--- config.mk ---
export PLATFORM = sky130hd
export DESIGN_NAME = crtc_regfile
export DESIGN_NICKNAME = d
export VERILOG_FILES = /design/src/rtl/crtc_pkg.sv /design/src/rtl/crtc_io_decode.sv /design/src/rtl/crtc_reg_bank.sv /design/src/rtl/crtc_status_unit.sv /design/src/rtl/crtc_regfile.sv
export SDC_FILE = /design/constraint.sdc
export NUM_CORES = 1
export LEC_CHECK = 0
export ABC_CLOCK_PERIOD_IN_PS = 2400
export BUFFER_PORTS_ARGS = -buffer_cell sky130_fd_sc_hd__buf_4
export CORE_MARGIN = 2
export CORE_UTILIZATION = 30
export CTS_CLUSTER_DIAMETER = 120
export DETAILED_ROUTE_END_ITERATION = 16
export HOLD_SLACK_MARGIN = 0.03
export MAX_ROUTING_LAYER = met4
export PLACE_DENSITY_LB_ADDON = 0.25
export SETUP_SLACK_MARGIN = 0.5
export SLEW_MARGIN = 5
export SYNTH_ARGS = -nofsm -noshare
export SYNTH_HDL_FRONTEND = slang
export SYNTH_HIERARCHICAL = 1
export SYNTH_SLANG_ARGS = --single-unit
--- constraint.sdc ---
create_clock -name clk -period 2.4 [get_ports clk]
set_input_delay 0.48 -clock clk [delete_from_list [all_inputs] [get_ports clk]]
set_output_delay 0.48 -clock clk [all_outputs]
set_load 0.01 [all_outputs]
--- src/rtl/crtc_pkg.sv ---
package crtc_pkg;

    localparam int DATA_W   = 8;
    localparam int IDX_W    = 5;
    localparam int MA_W     = 14;
    localparam int NUM_REGS = 18;

    localparam int CUR_HI_N  = 14;
    localparam int CUR_LO_N  = 15;
    localparam int LPEN_HI_N = 16;
    localparam int LPEN_LO_N = 17;

    localparam logic [IDX_W-1:0] IX_CUR_HI  = IDX_W'(CUR_HI_N);
    localparam logic [IDX_W-1:0] IX_CUR_LO  = IDX_W'(CUR_LO_N);
    localparam logic [IDX_W-1:0] IX_LPEN_HI = IDX_W'(LPEN_HI_N);
    localparam logic [IDX_W-1:0] IX_LPEN_LO = IDX_W'(LPEN_LO_N);
    localparam logic [IDX_W-1:0] IX_DUMMY   = {IDX_W{1'b1}};

    localparam int STAT_LPEN_BIT = 6;
    localparam int STAT_VB_BIT   = 5;

    typedef enum logic [1:0] {
        FN_INDEX  = 2'b00,
        FN_WRITE  = 2'b01,
        FN_STATUS = 2'b10,
        FN_READ   = 2'b11
    } crtc_fn_e;

    // implemented-bit mask of each control register
    function automatic logic [DATA_W-1:0] reg_mask(input int unsigned i);
        case (i)
            4, 6, 7:        reg_mask = 8'h7F;
            5, 9, 10, 11:   reg_mask = 8'h1F;
            12, 14, 16:     reg_mask = 8'h3F;
            default:        reg_mask = 8'hFF;
        endcase
    endfunction

endpackage

--- src/rtl/crtc_io_decode.sv ---
module crtc_io_decode #(
    parameter int ADDR_W  = 16,
    parameter int SEL_BIT = 14,
    parameter int FN_LSB  = 8
) (
    input  logic [ADDR_W-1:0] addr,
    input  logic              rd,
    input  logic              wr,
    output logic              idx_we,
    output logic              data_we,
    output logic              stat_re,
    output logic              data_re
);
    import crtc_pkg::*;

    logic     chip_sel;
    crtc_fn_e fn;
    logic     unused_addr;

    assign chip_sel    = ~addr[SEL_BIT];
    assign fn          = crtc_fn_e'(addr[FN_LSB+1:FN_LSB]);
    assign unused_addr = ^addr;

    always_comb begin
        idx_we  = 1'b0;
        data_we = 1'b0;
        stat_re = 1'b0;
        data_re = 1'b0;
        if (chip_sel) begin
            case (fn)
                FN_INDEX:  idx_we  = wr;
                FN_WRITE:  data_we = wr;
                FN_STATUS: stat_re = rd;
                FN_READ:   data_re = rd;
                default:   ;
            endcase
        end
    end
endmodule

--- src/rtl/crtc_reg_bank.sv ---
module crtc_reg_bank
    import crtc_pkg::*;
(
    input  logic                              clk,
    input  logic                              rst_n,
    input  logic [IDX_W-1:0]                  idx,
    input  logic                              data_we,
    input  logic [DATA_W-1:0]                 wdata,
    input  logic                              lpen_stb,
    input  logic [MA_W-1:0]                   cur_ma,
    output logic [NUM_REGS-1:0][DATA_W-1:0]   regs
);
    localparam int HI_W  = MA_W - DATA_W;
    localparam int PAD_W = DATA_W - HI_W;

    typedef struct packed {
        logic [NUM_REGS-1:0][DATA_W-1:0] r;
    } bank_t;

    bank_t                            bank_d, bank_q;
    logic [NUM_REGS-1:0][DATA_W-1:0]  mask;
    logic [NUM_REGS-1:0]              writable;

    for (genvar g = 0; g < NUM_REGS; g++) begin : g_reg_attr
        assign mask[g]     = reg_mask(g);
        assign writable[g] = (g < LPEN_HI_N);
    end

    always_comb begin
        bank_d = bank_q;
        if (data_we) begin
            for (int i = 0; i < NUM_REGS; i++) begin
                if (idx == IDX_W'(i) && writable[i])
                    bank_d.r[i] = wdata & mask[i];
            end
        end
        if (lpen_stb) begin
            bank_d.r[LPEN_HI_N] = {{PAD_W{1'b0}}, cur_ma[MA_W-1:DATA_W]};
            bank_d.r[LPEN_LO_N] = cur_ma[DATA_W-1:0];
        end
    end

    always_ff @(posedge clk) begin
        if (!rst_n) bank_q <= '0;
        else        bank_q <= bank_d;
    end

    assign regs = bank_q.r;
endmodule

--- src/rtl/crtc_status_unit.sv ---
module crtc_status_unit (
    input  logic clk,
    input  logic rst_n,
    input  logic lpen_stb,
    input  logic lpen_clr,
    input  logic vert_border,
    input  logic frame_start,
    output logic lpen_flag,
    output logic vb_flag
);
    typedef struct packed {
        logic lpen;
        logic vb;
    } stat_t;

    stat_t stat_d, stat_q;

    always_comb begin
        stat_d      = stat_q;
        // a fresh strobe outranks the clearing read
        stat_d.lpen = (stat_q.lpen & ~lpen_clr) | lpen_stb;
        // frame start outranks the border level
        stat_d.vb   = (stat_q.vb | vert_border) & ~frame_start;
    end

    always_ff @(posedge clk) begin
        if (!rst_n) stat_q <= '0;
        else        stat_q <= stat_d;
    end

    assign lpen_flag = stat_q.lpen;
    assign vb_flag   = stat_q.vb;
endmodule

--- src/rtl/crtc_regfile.sv ---
module crtc_regfile
    import crtc_pkg::*;
#(
    parameter int ADDR_W  = 16,
    parameter int SEL_BIT = 14,
    parameter int FN_LSB  = 8
) (
    input  logic                             clk,
    input  logic                             rst_n,
    input  logic [ADDR_W-1:0]                io_addr,
    input  logic [DATA_W-1:0]                io_wdata,
    input  logic                             io_rd,
    input  logic                             io_wr,
    input  logic                             lpen_stb,
    input  logic [MA_W-1:0]                  cur_ma,
    input  logic                             vert_border,
    input  logic                             frame_start,
    output logic [DATA_W-1:0]                io_rdata,
    output logic [NUM_REGS-1:0][DATA_W-1:0]  regs_o
);
    typedef struct packed {
        logic [IDX_W-1:0] idx;
    } sel_t;

    sel_t sel_d, sel_q;
    logic idx_we, data_we, stat_re, data_re;
    logic lpen_clr, lpen_flag, vb_flag;

    crtc_io_decode #(
        .ADDR_W (ADDR_W),
        .SEL_BIT(SEL_BIT),
        .FN_LSB (FN_LSB)
    ) u_dec (
        .addr   (io_addr),
        .rd     (io_rd),
        .wr     (io_wr),
        .idx_we (idx_we),
        .data_we(data_we),
        .stat_re(stat_re),
        .data_re(data_re)
    );

    always_comb begin
        sel_d = sel_q;
        if (idx_we) sel_d.idx = io_wdata[IDX_W-1:0];
    end

    always_ff @(posedge clk) begin
        if (!rst_n) sel_q <= '0;
        else        sel_q <= sel_d;
    end

    crtc_reg_bank u_bank (
        .clk     (clk),
        .rst_n   (rst_n),
        .idx     (sel_q.idx),
        .data_we (data_we),
        .wdata   (io_wdata),
        .lpen_stb(lpen_stb),
        .cur_ma  (cur_ma),
        .regs    (regs_o)
    );

    assign lpen_clr = data_re &&
                      (sel_q.idx == IX_LPEN_HI || sel_q.idx == IX_LPEN_LO);

    crtc_status_unit u_stat (
        .clk        (clk),
        .rst_n      (rst_n),
        .lpen_stb   (lpen_stb),
        .lpen_clr   (lpen_clr),
        .vert_border(vert_border),
        .frame_start(frame_start),
        .lpen_flag  (lpen_flag),
        .vb_flag    (vb_flag)
    );

    always_comb begin
        io_rdata = '0;
        if (stat_re) begin
            io_rdata[STAT_LPEN_BIT] = lpen_flag;
            io_rdata[STAT_VB_BIT]   = vb_flag;
        end else if (data_re) begin
            case (sel_q.idx)
                IX_CUR_HI:  io_rdata = regs_o[CUR_HI_N];
                IX_CUR_LO:  io_rdata = regs_o[CUR_LO_N];
                IX_LPEN_HI: io_rdata = regs_o[LPEN_HI_N];
                IX_LPEN_LO: io_rdata = regs_o[LPEN_LO_N];
                IX_DUMMY:   io_rdata = '1;
                default:    io_rdata = '0;
            endcase
        end
    end
endmodule

==> run_results.csv <==
group,metric,value,unit
final_layout,antennaDiodeCount,0,
synth,netlist_area,5370,µm²
final_layout,fill_cells,1694,
grt,antenna_found_initial,0,
grt,grt_start_max_net_pins,79,
hold_path,whs_path_depth,2,
floorplanning,die_area,19000,µm²
route,wl,15700,µm
final_layout,nets,750,
grt,grt_pass1_vias,4365,
hold_path,hold_path_end,"u_stat/vb_flag",
route,vias,4296,
timing,fin_crit,2.37,ns
timing,grt_setup_unrepaired,"true",
synth,synth_area_per_cell,10.1,µm²
hold_path,hp-start,"frame_start",
hold_path,holdCritPathClass,"input port to flop",
timing,timing.final.max_slew_violations,0,
power_and_ir_drop,power,5.14,mW
clock_tree,cts.reportedPaths.clkPinSlew,0.06,ns
power_and_ir_drop,leakagePower,3.54,nW
final_layout,layout-drive-gt1-share,0.354,
synth,yosys.area.top_type,"dfxtp_1",
synth,netlist_top_cells_area,"dfxtp_1 48%, mux2i_1 25%, nand2_1 8.6%, buf_4 3.2%, nor2b_1 2.7%",
route,first_pass_iters,4,
setup_path,ff2ff_path_depth,5,
setup_path,cp_top_family,"simple AND/OR/NAND/NOR gates",
setup_path,startpoint_type,"flop",
setup_path,worstPathArrival,1.89,ns
synth,synth_common_cells,"136 x mux2i_1, 130 x dfxtp_1, 123 x nand2_1, 23 x buf_4, 23 x nor2b_1",
timing,final_min_period_over_clock_period,0.989,
timing,max_slew_margin,0.640,
clock_tree,htree_levels,4,
placement,place.gp.congestion,0.781,
setup_path,cpPeakStageDelay,0.62,ns
route,dr.first_iter.drc_count,188,
job,cap_violations,0,
setup_path,r2r-end,"u_bank/regs[30]",
synth,async_reset_ff_frac,0,
route,wl_per_cell,16.6,µm
clock_tree,insertion_delay,0.41,ns
timing,setup_violations,0,
synth,synth_seq_cells,130,
power_and_ir_drop,peakVddDrop,0.480,mV
timing,clock-skew-final,0.00742,ns
route,postRouteAntennaNets,0,
synth,ys_types,36,
synth,synth_most_common_cell,"mux2i_1",
clock_tree,cts_tree,"yes",
floorplanning,ios,197,
grt,grtUsageTotal,0.172,
floorplanning,dieWidth,138,µm
timing,hold_viol,0,
synth,synthCells,530,
synth,synth_top_area_frac,0.485,
setup_path,r2r-start,"sel_q[4]",
setup_path,critPathCaptureType,"output port",
setup_path,worstPathMaxFanout,5,
route,viasPerCell,4.56,
setup_path,crit_required,1.92,ns
grt,grt_pass1_wl,23800,µm
grt,gr-total-overflow,0,
clock_tree,postCtsHoldBufs,0,
setup_path,rrSetupSlack,0.75,ns
synth,synthFlopType,"dfxtp_1",
route,drc,0,
floorplanning,core_area,17400,µm²
floorplanning,initial_core_util,0.308,
status,status,"complete, no violations",
clock_tree,clockBufferDepth,2,
setup_path,slowest_stage,"or4b_4",
synth,synth_warnings,6,
setup_path,cp.buffers_inverters,1,
floorplanning,rows,48,
floorplanning,die-height,138,µm
setup_path,crit_chain,"or4b_4 > o22ai_2 > a21oi_2 > nor2_1 > buf_4",
placement,dp.final_hpwl,10800,µm
placement,port_buffers,162,
timing,setup_ws,0.0271,ns
power_and_ir_drop,power_density,682,nW/µm²
setup_path,critPathKind,"flop to output port",
clock_tree,cts_sinks,130,
clock_tree,cts_buffers,17,
placement,dpl_worst_slack,0.300,ns
timing,fmax,421,MHz
clock_tree,cts_root_buf,"clkbuf_16",
final_layout,area_delta_synth_final,40.5,%
synth,yosysSeqAreaShare,0.485,
timing,worst_pin_slew,0.540,ns
synth,synth-edff-count,0,
-- kinds of logic after synthesis --
group,Yosys count,share of synthesized area
DFF,130,0.485
and+or+nand+nor,190,0.179
other,1,0.000699
buffers and inverters,53,0.0590
AOI/OAI and AO/OA,20,0.0231
muxes,136,0.254
-- worst reg2reg max path, delay by kind of cell (launching register included) --
family / cells / cell delay [ns]
multiplexers: 1 / 0.21
flip-flops: 1 / 0.34
buffers and inverters: 2 / 0.37
AND/OR/NAND/NOR: 2 / 0.66
-- layout make-up --
type / count / area (µm²) / area share
multi-input combinational: 368 / 2590 / 0.344
timing repair buffer: 187 / 1440 / 0.191
inverter: 1 / 3.75 / 0.000498
tap: 225 / 282 / 0.0373
clock inverter: 15 / 184 / 0.0244
clock buffer: 17 / 425 / 0.0564
sequential: 130 / 2610 / 0.346
-- metal layers --
layer	global-route usage	share of wire	up-vias
met2	0.274	0.46	166
met1	0.207	0.44	2031
met5	-	0	-
met4	0.0493	0.011	0
li1	-	-	2088
met3	0.0603	0.083	11
-- report_power, final --
part / internal (mW) / switching, mW / total, mW / leakage (nW)
Sequential: 2.18 / 0.0179 / 2.20 / 1.05
Clock: 1.64 / 1.03 / 2.67 / 0.278
Combinational: 0.116 / 0.161 / 0.277 / 2.21
-- sequential cells by signal (all words and copies together), names as in the netlist --
| name | flops |
|---|---|
| u_stat/lpen_flag | 1 |
| sel_q | 5 |
| u_bank/regs | 123 |
| u_stat/vb_flag | 1 |
-- worst max-delay path by stage --
stage,from,end,slack [ns],cells past startpoint
after floorplan,sel_q[2],io_rdata[0],0.50,5
after global placement,io_addr[9],u_bank/regs[30],0.35,6
after detailed placement,io_addr[9],u_bank/regs[30],0.30,6
after CTS,sel_q[1],io_rdata[3],0.02,5
after global routing,sel_q[2],io_rdata[3],-0.05,5
final,sel_q[2],io_rdata[3],0.03,5
-- what timing repair did --
item,CTS,global route
resized for setup,6,7
endpoints found under the setup margin,8,8
pin swaps,10,8
setup buffers,6,1
gates cloned,1,0
-- cells in the final DEF (no fill, tap or decap), types with 2 or more instances in the layout --
cell type   count
a21oi_1         4
a21oi_2         4
and4bb_2        3
buf_12          3
buf_4         184
bufinv_16       3
clkbuf_16      17
clkinv_4        3
clkinvlp_4      6
conb_1         21
dfxtp_1       126
dfxtp_2         2
dfxtp_4         2
inv_6           2
mux2i_1       136
nand2_1       123
nand2_2         6
nor2_1         18
nor2b_1        23
o21ai_1         2
o22ai_1         4
o22ai_2         4
or4b_4          2
-- metrics by stage --
stage                     instance area (µm²)  cells   util  setup TNS [ns]  hold slack (ns)
after floorplan                          5450    550      -               0            0.458
after global placement                   6800    903  0.390               0            0.446
after detailed placement                 6800    903  0.390               0            0.452
after CTS                                7490    942  0.430               0            0.204
after global routing                     7540    943  0.433          -0.234            0.208
final                                    7540    943  0.433               0            0.229
(Power assumes the default switching activity.)
